--- src/rtl/fbdma_pkg.sv ---
package fbdma_pkg;
   typedef enum logic [1:0] {
      PH_IDLE = 2'd0,
      PH_WAIT = 2'd1,
      PH_MOVE = 2'd2
   } phase_t;

   localparam logic [1:0] SEL_ADDR = 2'd0;
   localparam logic [1:0] SEL_CNT  = 2'd1;
   localparam logic [1:0] SEL_MODE = 2'd2;
   localparam logic [1:0] SEL_STAT = 2'd3;
endpackage

--- src/rtl/fbdma_chan.sv ---
module fbdma_chan #(
   parameter int AW = 16,
   parameter int CW = 16,
   parameter int DW = 16
) (
   input  logic          clk,
   input  logic          rst_n,
   input  logic          wr_addr,
   input  logic          wr_cnt,
   input  logic          wr_mode,
   input  logic [DW-1:0] wdata,
   input  logic          step,
   output logic [AW-1:0] addr_q,
   output logic [CW-1:0] cnt_q,
   output logic          dir_q,
   output logic          armed_q,
   output logic          last
);
   assign last = (cnt_q == '0);

   always_ff @(posedge clk or negedge rst_n) begin
      if (!rst_n) begin
         addr_q  <= '0;
         cnt_q   <= '0;
         dir_q   <= 1'b0;
         armed_q <= 1'b0;
      end else begin
         if (wr_addr) addr_q <= wdata[AW-1:0];
         if (wr_cnt)  cnt_q  <= wdata[CW-1:0];
         if (wr_mode) begin
            dir_q   <= wdata[0];
            armed_q <= wdata[1];
         end
         if (step) begin
            addr_q <= addr_q + 1'b1;
            cnt_q  <= cnt_q - 1'b1;
            if (last) armed_q <= 1'b0;
         end
      end
   end


   addr_step_chk: assert property (@(posedge clk) disable iff (!rst_n)
      step |=> (addr_q == AW'($past(addr_q) + 1'b1)) && (cnt_q == CW'($past(cnt_q) - 1'b1)));
endmodule

--- src/rtl/fbdma_arb.sv ---
module fbdma_arb #(
   parameter int NCH = 4,
   localparam int CHW = (NCH > 1) ? $clog2(NCH) : 1
) (
   input  logic [NCH-1:0] req,
   output logic           any,
   output logic [CHW-1:0] idx
);
   always_comb begin
      any = 1'b0;
      idx = '0;
      for (int i = NCH - 1; i >= 0; i--) begin
         if (req[i]) begin
            any = 1'b1;
            idx = CHW'(i);
         end
      end
   end
endmodule

--- src/rtl/fbdma_seq.sv ---
module fbdma_seq
   import fbdma_pkg::*;
#(
   parameter int CHW = 2
) (
   input  logic           clk,
   input  logic           rst_n,
   input  logic           start,
   input  logic [CHW-1:0] win_idx,
   input  logic           hold_ack,
   input  logic           act_last,
   output phase_t         phase,
   output logic [CHW-1:0] act_ch,
   output logic           move
);
   assign move = (phase == PH_MOVE) && hold_ack;

   always_ff @(posedge clk or negedge rst_n) begin
      if (!rst_n) begin
         phase  <= PH_IDLE;
         act_ch <= '0;
      end else begin
         case (phase)
            PH_IDLE: if (start) begin
               phase  <= PH_WAIT;
               act_ch <= win_idx;
            end
            PH_WAIT: if (hold_ack) phase <= PH_MOVE;
            PH_MOVE: if (hold_ack && act_last) phase <= PH_IDLE;
            default: phase <= PH_IDLE;
         endcase
      end
   end


   hold_keep_chk: assert property (@(posedge clk) disable iff (!rst_n)
      (phase != PH_IDLE) && !(move && act_last) |=> (phase != PH_IDLE));
endmodule

--- src/rtl/fbdma_ctrl.sv ---
module fbdma_ctrl
   import fbdma_pkg::*;
#(
   parameter int NCH = 4,
   parameter int AW  = 16,
   parameter int CW  = 16,
   parameter int DW  = 16,
   localparam int CHW = (NCH > 1) ? $clog2(NCH) : 1
) (
   input  logic           clk,
   input  logic           rst_n,
   input  logic           cfg_we,
   input  logic           cfg_re,
   input  logic [CHW+1:0] cfg_addr,
   input  logic [DW-1:0]  cfg_wdata,
   output logic [DW-1:0]  cfg_rdata,
   input  logic [NCH-1:0] dreq,
   output logic [NCH-1:0] dack,
   output logic           hold_req,
   input  logic           hold_ack,
   output logic [AW-1:0]  mem_addr,
   output logic           mem_rd,
   output logic           mem_wr,
   output logic           io_rd,
   output logic           io_wr,
   output logic           irq
);
   generate
      if (NCH < 2)  begin : g_bad_nch  $error("NCH must be at least 2"); end
      if (AW > DW)  begin : g_bad_aw   $error("AW must not exceed DW"); end
      if (CW > DW)  begin : g_bad_cw   $error("CW must not exceed DW"); end
      if (NCH > DW) begin : g_bad_stat $error("status bits must fit in DW"); end
   endgenerate

   logic [1:0]     sel;
   logic [CHW-1:0] csel;
   assign sel  = cfg_addr[1:0];
   assign csel = cfg_addr[CHW+1:2];

   phase_t         phase;
   logic [CHW-1:0] act_ch;
   logic           move;
   logic           idle;
   logic           any_req;
   logic [CHW-1:0] win_idx;

   logic [AW-1:0]  addr_arr [NCH];
   logic [CW-1:0]  cnt_arr  [NCH];
   logic [NCH-1:0] dir_v, arm_v, last_v, step_v, done_set;
   logic [NCH-1:0] done_q;

   assign idle = (phase == PH_IDLE);

   genvar gi;
   generate
      for (gi = 0; gi < NCH; gi++) begin : g_ch
         logic hit;
         assign hit        = cfg_we && idle && (csel == CHW'(gi));
         assign step_v[gi] = move && (act_ch == CHW'(gi));
         assign done_set[gi] = step_v[gi] && last_v[gi];

         fbdma_chan #(.AW(AW), .CW(CW), .DW(DW)) u_chan (
            .clk     (clk),
            .rst_n   (rst_n),
            .wr_addr (hit && (sel == SEL_ADDR)),
            .wr_cnt  (hit && (sel == SEL_CNT)),
            .wr_mode (hit && (sel == SEL_MODE)),
            .wdata   (cfg_wdata),
            .step    (step_v[gi]),
            .addr_q  (addr_arr[gi]),
            .cnt_q   (cnt_arr[gi]),
            .dir_q   (dir_v[gi]),
            .armed_q (arm_v[gi]),
            .last    (last_v[gi])
         );
      end
   endgenerate

   fbdma_arb #(.NCH(NCH)) u_arb (
      .req (dreq & arm_v),
      .any (any_req),
      .idx (win_idx)
   );

   fbdma_seq #(.CHW(CHW)) u_seq (
      .clk      (clk),
      .rst_n    (rst_n),
      .start    (any_req),
      .win_idx  (win_idx),
      .hold_ack (hold_ack),
      .act_last (last_v[act_ch]),
      .phase    (phase),
      .act_ch   (act_ch),
      .move     (move)
   );

   always_ff @(posedge clk or negedge rst_n) begin
      if (!rst_n) done_q <= '0;
      else if (cfg_re && (sel == SEL_STAT)) done_q <= done_set;
      else done_q <= done_q | done_set;
   end

   assign hold_req = !idle;
   assign dack     = step_v;
   assign mem_addr = move ? addr_arr[act_ch] : '0;
   assign mem_rd   = move &&  dir_v[act_ch];
   assign io_wr    = move &&  dir_v[act_ch];
   assign io_rd    = move && !dir_v[act_ch];
   assign mem_wr   = move && !dir_v[act_ch];
   assign irq      = |done_q;

   always_comb begin
      case (sel)
         SEL_ADDR: cfg_rdata = DW'(addr_arr[csel]);
         SEL_CNT:  cfg_rdata = DW'(cnt_arr[csel]);
         SEL_MODE: cfg_rdata = DW'({arm_v[csel], dir_v[csel]});
         default:  cfg_rdata = DW'(done_q);
      endcase
   end


   strobe_hold_chk: assert property (@(posedge clk) disable iff (!rst_n)
      (mem_rd || mem_wr || io_rd || io_wr || (|dack)) |-> (hold_req && hold_ack));

   dack_onehot_chk: assert property (@(posedge clk) disable iff (!rst_n)
      $onehot0(dack));

   release_chk: assert property (@(posedge clk) disable iff (!rst_n)
      $fell(hold_req) |-> irq);

   strobe_pair_chk: assert property (@(posedge clk) disable iff (!rst_n)
      (mem_rd || mem_wr) |-> ((io_wr != io_rd) && (io_wr == mem_rd)));
endmodule

--- config.mk ---
export PLATFORM = sky130hd
export DESIGN_NAME = fbdma_ctrl
export DESIGN_NICKNAME = d
export VERILOG_FILES = /design/src/rtl/fbdma_pkg.sv /design/src/rtl/fbdma_chan.sv /design/src/rtl/fbdma_arb.sv /design/src/rtl/fbdma_seq.sv /design/src/rtl/fbdma_ctrl.sv
export SDC_FILE = /design/constraint.sdc
export NUM_CORES = 1
export LEC_CHECK = 0
export ABC_AREA = 1
export BUFFER_PORTS_ARGS = -buffer_cell sky130_fd_sc_hd__buf_2
export CAP_MARGIN = 10
export CORE_MARGIN = 1
export CORE_UTILIZATION = 40
export DETAILED_ROUTE_END_ITERATION = 8
export SLEW_MARGIN = 30
export SYNTH_ARGS = -nofsm -noshare
export SYNTH_HDL_FRONTEND = slang
export SYNTH_SLANG_ARGS = --single-unit
--- constraint.sdc ---
create_clock -name clk -period 1.6 [get_ports clk]
set_input_delay 0.32 -clock clk [delete_from_list [all_inputs] [get_ports clk]]
set_output_delay 0.32 -clock clk [all_outputs]
set_load 0.01 [all_outputs]
* After elaboration in Yosys (flattened, before gate mapping)
Cells that the tools add are included.
** Cells by class
- Reduce and logical (&&, ||, !) cells :: 51
- Multipliers :: 0
- Order comparisons :: 4
- Shifts and indexed selects :: 0
- Bitwise operators :: 4
- $add $sub $neg :: 8
- Muxes and demuxes :: 60
- Divide/modulo/power cells :: 0
- Equality and inequality tests :: 14
** Operators by type and width (number)
- 16-bit 2-to-1 mux :: 23
- 16-bit binary-select mux with 2-bit select :: 3
- 16-bit by 1-bit adder with 16-bit output (second input constant) :: 4
- 16-bit zero test :: 4
- 16-bit by 1-bit subtractor with 16-bit output (second input constant) :: 4
- 16-bit one-hot mux with 3 select lines :: 1
- 1-bit logical AND :: 30
- 1-bit 2-to-1 mux :: 20
- 2-bit nonzero test :: 8
- 2-bit equality test (second input constant) :: 7
- 2-bit 2-to-1 mux :: 7
- 1-bit binary-select mux with 2-bit select :: 4
- 2-bit by 1-bit equality test with 1-bit output (second input constant) :: 4
- 2-bit zero test :: 4
- 3-bit greater-or-equal comparator (second input constant) :: 2
- 2-bit by 3-bit < comparator with 1-bit output (second input constant) :: 2
- 2-bit NOT with 3-bit output :: 2
- 2-bit one-hot mux with 3 select lines :: 1
- 4-bit bitwise AND :: 1
- 4-bit 2-to-1 mux :: 1
- 2-bit != test (second input constant) :: 2
- 4-bit bitwise OR :: 1
- 4-bit OR reduction :: 1
- 3-bit AND reduction :: 1
- other kinds (3) :: 4
** Word-level totals
- Word-level logic and storage cells :: 160
- RAM bits :: 0
- Output and inout bits :: 42
- Memories kept :: 0
- Latch bits :: 0
- Register bits after elaboration :: 144
- Memory bits (read-only) :: 0

* Longest topological paths before layout
Gate-level depths: netlist (run 1).
- Depth in word-level cells :: 7
- Gate-level depth with buffers :: 11

* Hierarchy
Synthesis (run 1) repeated with hierarchy kept, for this count alone.
** Unflattened totals
- Cells, all modules :: 1783
- Area total of the unflattened synthesis :: 11608.6 um^2
** By module, submodules not included
- fbdma_chan (g_ch[1].u_chan ...) :: area each 2337.2 um^2, cells an instance 333, instances 3
- fbdma_chan (g_ch[0].u_chan) :: area each 2262.2 um^2, cells an instance 331, instances 1
- fbdma_ctrl :: area each 2122.0 um^2, cells an instance 424, instances 1
- fbdma_seq :: area each 176.4 um^2, cells an instance 21, instances 1
- fbdma_arb :: area each 36.3 um^2, cells an instance 8, instances 1

* Worst setup path before layout (run 1)
OpenSTA, ideal clock, no wires.
- Path kind :: register to output
- From :: register u_seq.act_ch[1]
- To :: output mem_wr
- Path buffers :: 3
- Slack :: -0.469 ns
- Data arrival time :: 1.749 ns
- Stages on the path, launching flop included :: 7
- Cell sequence :: dfrtp_1 > buf_6 > nand2_2 > clkbuf_1 > nor2_1 > nor4_1 > buf_4
** Between the ends
- Word-level cells in the longest chain between the ends :: 4
** Ends and longest elaborated chain
- start, declared :: RTL line fbdma_seq.sv:13 : output logic [CHW-1:0] act_ch,
- start signal, assigned :: RTL line fbdma_seq.sv:26 : act_ch <= win_idx;
- 1-bit binary-select mux with 2-bit select
- 1-bit 2-to-1 mux
- 1-bit zero test
- 1-bit logical AND
- end, declared :: RTL line fbdma_ctrl.sv:23 : output logic mem_wr,
Every way passes these cells. The select of a mux whose other input is x is not followed.

* Worst setup path after layout (run 1)
- From :: register u_seq.act_ch[1]
- To :: output mem_addr[11]
** Between the ends
- Word-level cells in the longest chain between the ends :: 5
** Ends and longest elaborated chain
- 2-bit NOT with 3-bit output (implied by the code) :: RTL line fbdma_ctrl.sv:105 : assign mem_addr = move ? addr_arr[act_ch] : '0;
- 16-bit binary-select mux with 2-bit select :: RTL line fbdma_ctrl.sv:105
- 16-bit 2-to-1 mux (implied by the code) (2 in a row) :: RTL line fbdma_ctrl.sv:105
- 16-bit 2-to-1 mux :: RTL line fbdma_ctrl.sv:105
- end, declared :: RTL line fbdma_ctrl.sv:21 : output logic [AW-1:0] mem_addr,
Every way passes these cells. The select of a mux whose other input is x is not followed.

==> results of run 1 <==
## timing repair
item | CTS | global route
buffers inserted | 125 | 69
cloned | 8 | 6
pin swaps | 96 | 135
setup endpoints to repair | 175 | 178
endpoints found under the hold margin | 26 | 0
gates resized for setup | 381 | 408
hold buffers | 1 | 0
## cells in the final DEF, fill, tap and decap left out, drive strengths merged, types with 2 or more instances in the layout
cell	Yosys	layout
a221oi	16	16
nand4	24	24
nor3	23	23
nand3	163	163
o221ai	20	20
xor2	22	22
o21ai	130	130
inv	225	225
dfrtp	144	144
o22ai	83	83
nand2	404	409
nand3b	2	2
a31oi	5	5
ha	12	12
o2111ai	2	2
o211ai	45	45
clkbuf	16	23
buf	45	530
a21oi	28	28
nor2	160	160
clkinv	1	10
a22oi	2	2
nor4	3	3
bufinv	0	3
## registers in the layout, indices dropped and copies added (netlist names)
register / cells
g_ch.u_chan.dir_q: 4
g_ch.u_chan.addr_q: 64
u_seq.act_ch: 2
u_seq.phase: 2
g_ch.u_chan.armed_q: 4
g_ch.u_chan.cnt_q: 64
done_q: 4
## cell usage after synthesis, drive strengths merged
cell type,n
nand4,24
ha,12
nand3b,2
a31oi,5
o21ai,130
a221oi,16
nor3,23
nand3,163
inv,225
a32oi,1
clkbuf,16
dfrtp,144
o21bai,1
o211ai,45
buf,45
o22ai,83
o2111ai,2
nand2,404
o221ai,20
clkinv,1
nor4,3
a22o,1
nor2,160
a21o,1
a21oi,28
xor2,22
o311ai,1
a31o,1
a22oi,2
## cells by family (layout without fill, tap and decap cells)
| logic type | Yosys count | count (layout) | share of synthesized area, % |
|---|---|---|---|
| simple gates | 779 | 784 | 31.6 |
| compound gates | 337 | 337 | 19.7 |
| buf+inv | 287 | 793 | 11.3 |
| flops | 144 | 144 | 34.2 |
| xor+xnor | 22 | 22 | 1.83 |
| fa+ha+maj | 12 | 12 | 1.42 |
| other cells | 0 | 1 | 0 |
## how the worst min path moves through the flow
stage	start	endpoint	slack [ns]	cells after the start
after floorplan	rst_n	done_q[0]	0.02	0
after global placement	rst_n	g_ch[3].u_chan.cnt_q[14]	0.24	1
after detailed placement	rst_n	g_ch[3].u_chan.cnt_q[15]	0.25	1
after CTS	cfg_wdata[5]	g_ch[2].u_chan.cnt_q[5]	0.24	3
after global routing	cfg_wdata[5]	g_ch[2].u_chan.cnt_q[5]	0.25	3
final	cfg_wdata[5]	g_ch[2].u_chan.cnt_q[5]	0.25	3
## power by group
group	leakage [nW]	total (mW)	internal [mW]	switching (mW)
registers	1.77	6.99	5.35	1.64
logic	6.54	21.3	9.51	11.8
clock network	0.310	4.48	2.58	1.91
total	8.61	32.8	17.4	15.4
## layer usage
metal  global-route usage [%]  wire length [µm]  vias to the layer above
met4                     20.0              3540                        0
met5                        0                 0                        -
met1                     55.3             22600                     6936
met3                     8.16              6820                      241
met2                     57.9             24700                     1028
li1                         -                 -                     6380
## per-stage QoR
| stage | setup TNS (ns) | worst slack, ns |
|---|---|---|
| after global placement | -26.83 | -0.382 |
| final | -66.09 | -0.597 |
| after CTS | -24.65 | -0.557 |
| after detailed placement | -31.37 | -0.396 |
| after floorplan | -0.0620 | -0.0488 |
| after global routing | -73.74 | -0.626 |
## worst min-delay path: stages
cell      delay [ns]
buf_2           0.19
nand2_1         0.09
o221ai_2        0.05
## area by class of cell
class	count	area share [%]
multi-input combinational	1155	42.5
timing repair buffer	535	26.6
sequential	144	19.7
inverter	226	5.42
clock buffer	19	2.47
tap	335	2.28
clock inverter	13	0.961
antenna	1	0.0136
==> summary.txt, run 1 <==
Routing
  – DRT antenna net count: 0
  – Drt pass-1 iters: 5
  – Vias per cell: 6.01
  – Starting DRT DRC Count: 1884
  – WL final: 57700 µm
  – WL per Instance: 23.7 µm
  – Via count: 14600
  – DRC: 0

Placement
  – Hpwl dp: 38600 µm
  – Number of buffers added on ports: 70
  – Placed cell count: 2210
  – Dpl cell area: 0.0134 mm²
  – Placer Congestion: 1.02

CTS
  – CTS Root Buffer Type: clkbuf_16
  – CTS tree: yes
  – CTS H-Tree Depth: 4
  – Clk Latency, worst-skew pair: 0.44 ns
  – Total clock sinks: 144
  – CTS clock-pin slew for the worst setup and hold paths: 0.08 ns
  – Num CTS Buffers: 17
  – Max clock buf depth: 2

Synthesis
  – Top-area cell type share of the netlist area: 34.2%
  – Post-Synthesis Cells: 1581
  – Area contributors post-synth: dfrtp_1 (34%), nand2_1 (14%), nand3_1 (7.7%)
  – Yosys top cell by area: dfrtp_1
  – Syn Std Cell Area: 0.0105 mm²
  – Mapped Avg Cell Area: 6.67 µm²
  – Register area share after synthesis: 34.2%
  – FF+latch count, synth: 144
  – Distinct cells, synth: 39
  – Synth Warn #: 0
  – Syn Nets: 1622

Die
  – Core area: 0.0260 mm²
  – Die H: 164 µm
  – Starting density of the core: 40.6%
  – Die X: 164 µm
  – Ports: 71
  – Die area: 0.0270 mm²
  – Site row count: 59

Min path
  – HP Class: input pin to register

Timing
  – Hold Slack: 0.254 ns
  – Setup WS post-layout: -0.597 ns
  – Measured slew at the worst slew-check pin: 0.529 ns
  – Minimum clock period after layout: 2.20 ns
  – Final hold viol count: 0
  – Setup Viol. Count Final: 179
  – Layout Skew: 0.0164 ns
  – Fmax achieved: 0.455 GHz
  – Final worst-path cycle share: 137%
  – RSZ-0062 raised after global routing: true
  – Relative slew slack: 64.7%
  – Slew Viols, Final: 0

Worst setup path
  – Worst Setup Path Type: register to output pin
  – Crit. path cell count: 8
  – R2R depth: 13
  – Crit-path max FO: 6
  – R2r setup slk: -0.49 ns
  – Critical path, cell by cell: buf_6 > nor2_4 > buf_12 > buf_12 > buf_6 > a221oi_2 > nor2_1 > buf_2
  – Crit-path leading delay family: buffers and inverters
  – Max incr delay on CP: 0.45 ns
  – WP data required: 1.28 ns
  – Endpoint type of the worst setup path: output pin
  – Crit path from: u_seq.act_ch[1]
  – Worst Setup Start Kind: register
  – Worst reg2reg endpoint: g_ch[3].u_chan.addr_q[12]
  – CP Buf/Inv Count: 5
  – CP Data Arrival Time: 1.88 ns
  – Crit path capture: mem_addr[11]
  – Reg-to-Reg Start: u_seq.phase[0]
  – Crit-path slowest cell: dfrtp_2

Finish
  – Fillers: 2024
  – Total area of sequential cells: 0.00362 mm²
  – Cell area after layout: 0.0184 mm²
  – Layout cells sized above 1: 49.7%
  – Non-Filler Instances: 2428
  – Multi-input logic area: 0.00781 mm²
  – Synth-to-layout area growth: 74.1%
  – Fin util: 70.7%
  – Fin nets: 2120

Global route
  – Vias in the first global route: 13000
  – Global-route wire length before repair: 78500 µm
  – GRT overflow: 0
  – Initial antenna violation count: 0
  – GRT Total Usage: 39.7%
  – Largest net degree at the start of global routing: 36

Outcome
  – Status: finished, violations left
  – Failing checks: negative setup slack

Power
  – Total power: 32.8 mW
  – Worst vdd ir: 1320 µV
  – Pleak: 8.61 nW
  – PwrDens: 1790 mW/mm²

Run
  – Max-Cap Viols: 0
No activity file was read; power rests on OpenSTA's default activity.
==> inputs of run 2 (changes only) <==
--- a/config.mk
+++ b/config.mk
@@ -5,7 +5,7 @@
 export SDC_FILE = /design/constraint.sdc
 export NUM_CORES = 1
 export LEC_CHECK = 0
-export ABC_AREA = 1
+export ABC_AREA = 0
 export BUFFER_PORTS_ARGS = -buffer_cell sky130_fd_sc_hd__buf_2
 export CAP_MARGIN = 10
 export CORE_MARGIN = 1
==> summary.txt, run 2 <==
Die
  – Die area: 0.0252 mm² (was 0.0270 mm²)
  – Starting density of the core: 40.6% (about the same)
  – Die H: 159 µm (was 164 µm)
  – Ports: 71 (unchanged)
  – Site row count: 57 (was 59)
  – Core area: 0.0242 mm² (was 0.0260 mm²)
  – Die X: 159 µm (was 164 µm)

Timing
  – RSZ-0062 raised after global routing: true (unchanged)
  – Final TNS setup: -82.87 ns (was -66.09 ns)
  – Relative slew slack: 62.3% (was 64.7%)
  – Setup Viol. Count Final: 183 (was 179)
  – Fmax achieved: 0.418 GHz (was 0.455 GHz)
  – Slew Viols, Final: 0 (unchanged)
  – Final worst-path cycle share: 149% (was 137%)
  – Final hold viol count: 0 (unchanged)
  – Layout Skew: 0.0108 ns (was 0.0164 ns)
  – Setup WS post-layout: -0.791 ns (was -0.597 ns)
  – Minimum clock period after layout: 2.39 ns (was 2.20 ns)
  – Measured slew at the worst slew-check pin: 0.565 ns (was 0.529 ns)

Synthesis
  – Area contributors post-synth: dfrtp_1 (37%), mux4_2 (12%), nand2_1 (4.4%) (was dfrtp_1 (34%), nand2_1 (14%), nand3_1 (7.7%))
  – Top-area cell type share of the netlist area: 36.6% (was 34.2%)
  – Synth Area in Adders: 1.53% (was 1.42%)
  – Register area share after synthesis: 36.6% (was 34.2%)
  – Mapped Avg Cell Area: 9.22 µm² (was 6.67 µm²)
  – Distinct cells, synth: 74 (was 39)
  – Synth Area in Compound Gates: 18.0% (was 19.7%)
  – Post-Synthesis Cells: 1068 (was 1581)
  – Main combinational cell family by area after synthesis: simple AND/OR/NAND/NOR gates (unchanged)
  – Xor and xnor area share after synthesis: 0.534% (was 1.83%)
  – Synth Warn #: 0 (unchanged)
  – Number of synthesized flops with an enable pin: 0 (unchanged)
  – Post-Synth Simple-Gate Area: 23.6% (was 31.6%)
  – Syn Std Cell Area: 0.00984 mm² (was 0.0105 mm²)
  – Post-synth ARST share: 100% (unchanged)
  – Synth top cells by count: dfrtp_1 (144), nand2_1 (115), nor2_1 (105) (was nand2_1 (387), inv_1 (202), nand3_1 (163))
  – Ys flop type: dfrtp_1 (unchanged)
  – Post-synthesis mux area share: 15.1% (was 0%)
  – Most common cell in the synthesized netlist: dfrtp_1 (was nand2_1)
  – FF+latch count, synth: 144 (unchanged)
  – Yosys top cell by area: dfrtp_1 (unchanged)
  – Syn Nets: 1109 (was 1622)

Worst setup path
  – Endpoint type of the worst setup path: output pin (unchanged)
  – Worst Setup Start Kind: register (unchanged)
  – Cell mode on critical path: mux4_2
  – Crit-path leading delay family: multiplexers (was buffers and inverters)
  – Critical path, cell by cell: mux4_2 > mux4_2 > buf_6 (was buf_6 > nor2_4 > buf_12 > buf_12 > buf_6 > a221oi_2 > nor2_1 > buf_2)
  – Max incr delay on CP: 0.54 ns (was 0.45 ns)
  – CP Data Arrival Time: 2.07 ns (was 1.88 ns)
  – Crit-path max FO: 4 (was 6)
  – Crit-path slowest cell: mux4_2 (was dfrtp_2)
  – CP Buf/Inv Count: 1 (was 5)
  – WP data required: 1.28 ns (about the same)
  – Worst Setup Path Type: register to output pin (unchanged)

Global route
  – Global-route wire length before repair: 67400 µm (was 78500 µm)
  – GRT overflow: 0 (unchanged)
  – Vias in the first global route: 11200 (was 13000)
  – GRT Total Usage: 35.6% (was 39.7%)
  – Initial antenna violation count: 0 (unchanged)
  – Largest net degree at the start of global routing: 47 (was 36)

Finish
  – Top flop regs: g_ch.u_chan.addr_q x64, g_ch.u_chan.cnt_q x64 (unchanged)
  – Most frequent cells in the layout: buf_4 (310), buf_6 (142), dfrtp_1 (130) (was nand2_1 (317), buf_4 (315), dfrtp_1 (127))
  – Fin nets: 1585 (was 2120)
  – Fillers: 1599 (was 2024)
  – Commonest non-fill, non-tap cell in the layout: buf_4 (was nand2_1)
  – Layout cells sized above 1: 63.8% (was 49.7%)
  – Cell area after layout: 0.0177 mm² (was 0.0184 mm²)
  – Non-Filler Instances: 1881 (was 2428)
  – Synth-to-layout area growth: 79.6% (was 74.1%)

CTS
  – Num CTS Buffers: 17 (unchanged)
  – CTS tree: yes (unchanged)
  – Max clock buf depth: 2 (unchanged)
  – Total clock sinks: 144 (unchanged)
  – CTS Root Buffer Type: clkbuf_16 (unchanged)
  – CTS clock-pin slew for the worst setup and hold paths: 0.07 ns (was 0.08 ns)
  – CTS H-Tree Depth: 4 (unchanged)
  – Clk Latency, worst-skew pair: 0.44 ns (about the same)

Routing
  – Met3 WL: 5060 µm (was 6820 µm)
  – Starting DRT DRC Count: 1380 (was 1884)
  – Drt pass-1 iters: 5 (unchanged)
  – DRC: 0 (unchanged)
  – Via count: 12000 (was 14600)
  – WL per Instance: 25.9 µm (was 23.7 µm)
  – WL met1: 18400 µm (was 22600 µm)
  – Vias per cell: 6.38 (was 6.01)
  – WL final: 48700 µm (was 57700 µm)
  – Metal2 WL: 22300 µm (was 24700 µm)
  – Top routing layer used: met4 (unchanged)
  – DRT antenna net count: 0 (unchanged)

Min path
  – HP Class: input pin to register (unchanged)

Run
  – Max-Cap Viols: 0 (unchanged)

Placement
  – Number of buffers added on ports: 70 (unchanged)
  – Dpl cell area: 0.0136 mm² (was 0.0134 mm²)
  – Pre-CTS WS: -0.495 ns (was -0.396 ns)
  – Placer Congestion: 0.955 (was 1.02)
  – Placed cell count: 1720 (was 2210)
  – Hpwl dp: 30300 µm (was 38600 µm)

Power
  – Internal power: 16.8 mW (was 17.4 mW)
  – Clk pwr share: 15.9% (was 13.7%)
  – Gate power share: 57.5% (was 65.0%)
  – Sw power: 11.8 mW (was 15.4 mW)
  – Pleak: 7.51 nW (was 8.61 nW)
  – Worst vdd ir: 886 µV (was 1320 µV)
  – Share of power burned in registers: 26.6% (was 21.3%)
  – Sw Ratio: 41.3% (was 46.9%)
  – PwrDens: 1620 mW/mm² (was 1790 mW/mm²)

Outcome
  – Status: finished, violations left (unchanged)
  – Failing checks: negative setup slack (unchanged)
run 2: per-stage QoR:
stage               util (%)  hold WS [ns]  power [mW]
detailed placement      55.9         0.198        19.3
floorplan                  -        0.0244        13.1
CTS                     67.5         0.190        26.2
finish                  72.9         0.204        28.6
global route            72.9         0.208        29.6
global placement        55.9         0.195        19.1
run 2: path summary, 6_finish.rpt:
path | slack [ns] | endpoint | cells after the start | start
max reg2reg | -0.61 | g_ch[1].u_chan.cnt_q[15] | 5 | g_ch[1].u_chan.cnt_q[11]
min reg2reg | 0.53 | done_q[3] | 1 | done_q[3]
max | -0.79 | cfg_rdata[0] | 3 | g_ch[1].u_chan.cnt_q[0]
max in group asynchronous | 0.68 | g_ch[3].u_chan.cnt_q[6] | 3 | rst_n
min in group asynchronous | 0.31 | g_ch[0].u_chan.addr_q[9] | 2 | rst_n
min | 0.20 | u_seq.phase[1] | 3 | hold_ack
run 2: routing by layer:
| metal | vias up | track usage (%) |
|---|---|---|
| li1 | 5036 | - |
| met5 | - | 0 |
| met4 | 0 | 15.0 |
| met2 | 773 | 56.0 |
| met1 | 5971 | 47.1 |
| met3 | 215 | 8.33 |
run 2: worst min-delay path: cells and delay by family:
kind / cells / cell delay [ns]
buffers and inverters: 1 / 0.15
and+or+nand+nor: 1 / 0.09
AOI/OAI and AO/OA: 1 / 0.05
run 2: power groups by stage:
stage | Sequential, mW | Combinational, mW | Clock (mW)
2_1_floorplan | 6.98 | 6.15 | 0
3_3_place_gp | 7.22 | 11.9 | 0
3_5_place_dp | 7.25 | 12.1 | 0
4_1_cts | 7.29 | 14.4 | 4.55
5_1_grt | 7.70 | 17.2 | 4.73
6_report | 7.63 | 16.5 | 4.55
run 2: logic make-up (layout without fill, tap and decap cells):
group / Yosys count / count (layout)
flip-flops: 144 / 144
AND/OR/NAND/NOR: 463 / 466
multiplexers: 81 / 81
AO/OA/AOI/OAI: 255 / 255
XOR/XNOR: 6 / 6
buffers and inverters: 107 / 592
adder cells (fa/ha/maj): 12 / 12
other: 0 / 1
run 2: final cells by class:
class,count,area (µm²),area share (%)
multi-input cells,820,7930,44.9
repair buffers,538,4970,28.1
flip-flops and latches,144,3620,20.5
clock buffers,19,433,2.45
well taps,324,405,2.29
clock inverters,12,208,1.18
inverters,23,106,0.602
diodes,1,2.50,0.0142
run 2: what timing repair did:
action / in CTS / in global routing
hold endpoints to repair: 18 / 0
gates resized for setup: 347 / 218
cloned: 8 / 4
hold buffers: 1 / 0
pin swaps: 130 / 138
endpoints found under the setup margin: 183 / 184
setup buffers: 80 / 56
